[config.mk]
export PLATFORM = sky130hd
export DESIGN_NAME = prq_status
export DESIGN_NICKNAME = d
export VERILOG_FILES = /design/src/rtl/prq_pkg.sv /design/src/rtl/prq_status.sv
export SDC_FILE = /design/constraint.sdc
export NUM_CORES = 1
export LEC_CHECK = 0
export CELL_PAD_IN_SITES_DETAIL_PLACEMENT = 0
export CELL_PAD_IN_SITES_GLOBAL_PLACEMENT = 1
export CORE_AREA = 3 3 40 42
export DETAILED_ROUTE_END_ITERATION = 8
export DIE_AREA = 0 0 43 45
export DONT_BUFFER_PORTS = 1
export PLACE_DENSITY_LB_ADDON = 0.1
export REMOVE_ABC_BUFFERS = 1
export SLEW_MARGIN = 25
export SYNTH_ARGS = -nofsm -noshare
export SYNTH_HDL_FRONTEND = slang
export SYNTH_SLANG_ARGS = --single-unit
[constraint.sdc]
create_clock -name clk -period 0.85 [get_ports clk]
set_input_delay 0.17 -clock clk [delete_from_list [all_inputs] [get_ports clk]]
set_output_delay 0.17 -clock clk [all_outputs]
set_load 0.02 [all_outputs]
[src/rtl/prq_pkg.sv]
package prq_pkg;
  typedef enum logic [1:0] {
    SZ_BYTE = 2'b00,
    SZ_HALF = 2'b01,
    SZ_WORD = 2'b10,
    SZ_DBL  = 2'b11
  } psz_e;

  localparam int BIT_BUSY  = 16;
  localparam int BIT_ERR_H = 7;
  localparam int BIT_ERR_L = 4;
  localparam int BIT_OPERR = 1;
  localparam int BIT_EOP   = 0;

  typedef struct packed {
    logic seq;
    logic par;
    logic aln;
    logic prot;
  } err_t;
endpackage

[src/rtl/prq_status.sv]
module prq_status
  import prq_pkg::*;
(
  input  logic       clk,
  input  logic       rst_n,
  input  logic       rej,
  input  err_t       errs,
  input  logic       err_ie,
  input  logic       fin,
  input  logic       done_ie,
  input  logic       clr_en,
  input  logic [5:0] clr_bits,
  output logic [3:0] err_flags,
  output logic       op_flag,
  output logic       eop_flag
);
  logic [5:0] clr;
  assign clr = clr_en ? clr_bits : 6'b0;

  always_ff @(posedge clk or negedge rst_n) begin
    if (!rst_n) begin
      err_flags <= '0;
      op_flag   <= 1'b0;
      eop_flag  <= 1'b0;
    end else begin
      err_flags <= (err_flags & ~clr[5:2]) | (rej ? errs : 4'b0);
      op_flag   <= (op_flag & ~clr[1]) | (rej & err_ie);
      eop_flag  <= (eop_flag & ~clr[0]) | (fin & done_ie);
    end
  end

  AST_FLAGS_STICKY: assert property (@(posedge clk) disable iff (!rst_n)
    !clr_en |=> ((err_flags & $past(err_flags)) == $past(err_flags)));
  AST_OPERR_GATED: assert property (@(posedge clk) disable iff (!rst_n)
    $rose(op_flag) |-> $past(err_ie));
  AST_EOP_GATED: assert property (@(posedge clk) disable iff (!rst_n)
    $rose(eop_flag) |-> $past(done_ie));
endmodule

==> impl_metrics.csv <==
group,metric,value,unit
worst_setup_path,path_delay_family,"flip-flops",
worst_setup_path,required,0.68,ns
worst_setup_path,setup.worst_path.end_class,"output port",
clock_tree,clkSlewWorstSetupHoldPaths,0.04,ns
floorplan,rows,13,
sta,period_share,110,%
detailed_routing,postRouteAntennaNets,0,
worst_setup_path,arrival,0.76,ns
clock_tree,cts_tree,"done",
global_route,grt_max_degree,7,
sta,finClkSkew,0,ns
sta,hold_violations,0,
job,max-cap-violations,0,
floorplan,die_area,1940,um2
clock_tree,clock_latency,0.24,ns
global_route,grt_pass1_wl,1060,um
placed_design,place_congestion,0.647,
floorplan,die_w,43,um
yosys,yosys.area.top_type_share,66.7,%
detailed_routing,dr.first_iter.drc_count,1,
detailed_routing,wire_per_inst,14.2,um
yosys,synth_area_leaders,"dfrtp_1 67%, a22o_1 23%, nand2_1 10%",
sta,rsz0062_at_grt,"true",
cells_and_area,syn_to_final_growth,66.1,%
worst_setup_path,reg2reg_depth,2,
detailed_routing,detail_route.vias_per_cell,4.32,
placed_design,postPlaceCellArea,289,um2
worst_setup_path,path_depth,1,
min_path,whs_path_depth,1,
cells_and_area,drive_above_1_share,40.6,%
floorplan,core-area,1280,um2
placed_design,port_buffers,0,
yosys,synth_area_leader_cell,"dfrtp_1",
min_path,hold_class,"primary input to flip-flop",
worst_setup_path,max_stage_delay,0.39,ns
sta,max_slew_margin,81.7,%
cells_and_area,postLayoutCoreUtil,29.1,%
yosys,yosysSeqAreaShare,66.7,%
run_status,failed_checks,"setup timing",
clock_tree,cts_buffers,3,
global_route,grt_pass1_vias,252,
floorplan,die_h,45,um
power,leakagePower,0.182,nW
detailed_routing,wirelength,666,um
power,powerDensity,2110,nW/um2
yosys,syn-cell-area,225,um2
clock_tree,root_buffer,"clkbuf_4",
yosys,netlist_instances,18,
worst_setup_path,slowest_stage,"dfrtp_1",
worst_setup_path,crit_buf_inv,1,
cells_and_area,nets,51,
sta,setup-violations-final,6,
sta,drv_slew,0,
sta,hold_ws,0.0703,ns
floorplan,start_util,17.5,%
global_route,grt-ovfl-total,0,
detailed_routing,vias,203,
detailed_routing,first_pass_iters,2,
global_route,grt_usage,8.24,%
global_route,grt_antenna_before_repair,0,
sta,worst_slack,-0.0817,ns
worst_setup_path,cp-start-kind,"flip-flop",
worst_setup_path,crit_chain,"buf_6",
cells_and_area,finalInstanceArea,374,um2
clock_tree,clock_sinks,6,
sta,clock.fmax,1.07,GHz
worst_setup_path,path_class,"flip-flop to output port",
clock_tree,ctsLongestPathBuffers,2,
run_status,status,"finished with violations",
sta,post-route-min-period,0.932,ns
cells_and_area,final_cell_mix,"6 x nand2_1, 6 x a22o_1, 6 x dfrtp_1, 6 x buf_6, 4 x buf_4",
floorplan,io_pins,23,
sta,tightest_slew,0.273,ns
yosys,synth_cell_types,3,
power,ir_drop,0.000523,V
yosys,syn_avg_cell_area,12.5,um2
detailed_routing,drc_errors,0,
yosys,ys_seq_elements,6,
cells_and_area,antenna_cells,0,
clock_tree,cts_max_level,1,
worst_setup_path,cp_max_fo,2,
yosys,ys_warn_count,0,
[layer usage]
metal  share of wire (%)  track usage, %  vias up  wire length [um]
met3                  13            4.78        0                87
li1                    -               -       94                 -
met5                   0               0        -                 0
met4                   0            7.23        0                 0
met1                  38            8.17       94               253
met2                  49            12.3       15               325
[final timing paths]
kind | from | to | slack [ns]
setup / recovery | op_flag | op_flag | -0.08
hold / removal | done_ie | eop_flag | 0.07
setup reg to reg | eop_flag | eop_flag | 0.04
hold reg to reg | err_flags[1] | err_flags[1] | 0.52
max in group asynchronous | rst_n | op_flag | 0.40
min in group asynchronous | rst_n | err_flags[0] | 0.24
[flip-flops by register name, summed over array words and instances (netlist names)]
signal     count
eop_flag       1
err_flags      4
op_flag        1
[cells by family (layout without fill, tap and decap cells)]
| logic type | Yosys count | after routing | synth area share, % |
|---|---|---|---|
| buffers and inverters | 0 | 14 | 0 |
| and+or+nand+nor | 6 | 6 | 10.0 |
| DFF | 6 | 6 | 66.7 |
| AOI/OAI and AO/OA | 6 | 6 | 23.3 |
[synthesized netlist by cell type, drive strengths merged]
master / n
a22o: 6
dfrtp: 6
nand2: 6
[cell type report]
type	instances	area, um2
multi-input cells	12	75.1
fillers	144	911
clock buffers	3	22.5
flip-flops and latches	6	150
well taps	15	18.8
repair buffers	11	108
[timing repair]
action	CTS	global route
resized for setup	6	0
endpoints found under the hold margin	6	0
pin swaps	0	1
hold buffers	1	0
setup endpoints to repair	6	7
buffers inserted	3	1
[power breakdown]
part | internal [W] | total, W | switching, W
clock network | 0.000159 | 0.000254 | 0.0000945
logic | 0.000115 | 0.000192 | 0.0000767
registers | 0.000320 | 0.000343 | 0.0000233
[through the flow]
step           TNS [ns]  setup slack (ns)  power [W]  instances
2_1_floorplan         0            0.0892   0.000416         18
5_1_grt          -0.685            -0.126   0.000846         47
6_report         -0.453           -0.0817   0.000788         47
3_5_place_dp          0             0.159   0.000475         39
3_3_place_gp          0             0.162   0.000475         39
4_1_cts          -0.514           -0.0948   0.000800         46
Note: power is estimated with default switching activity, not from simulation.
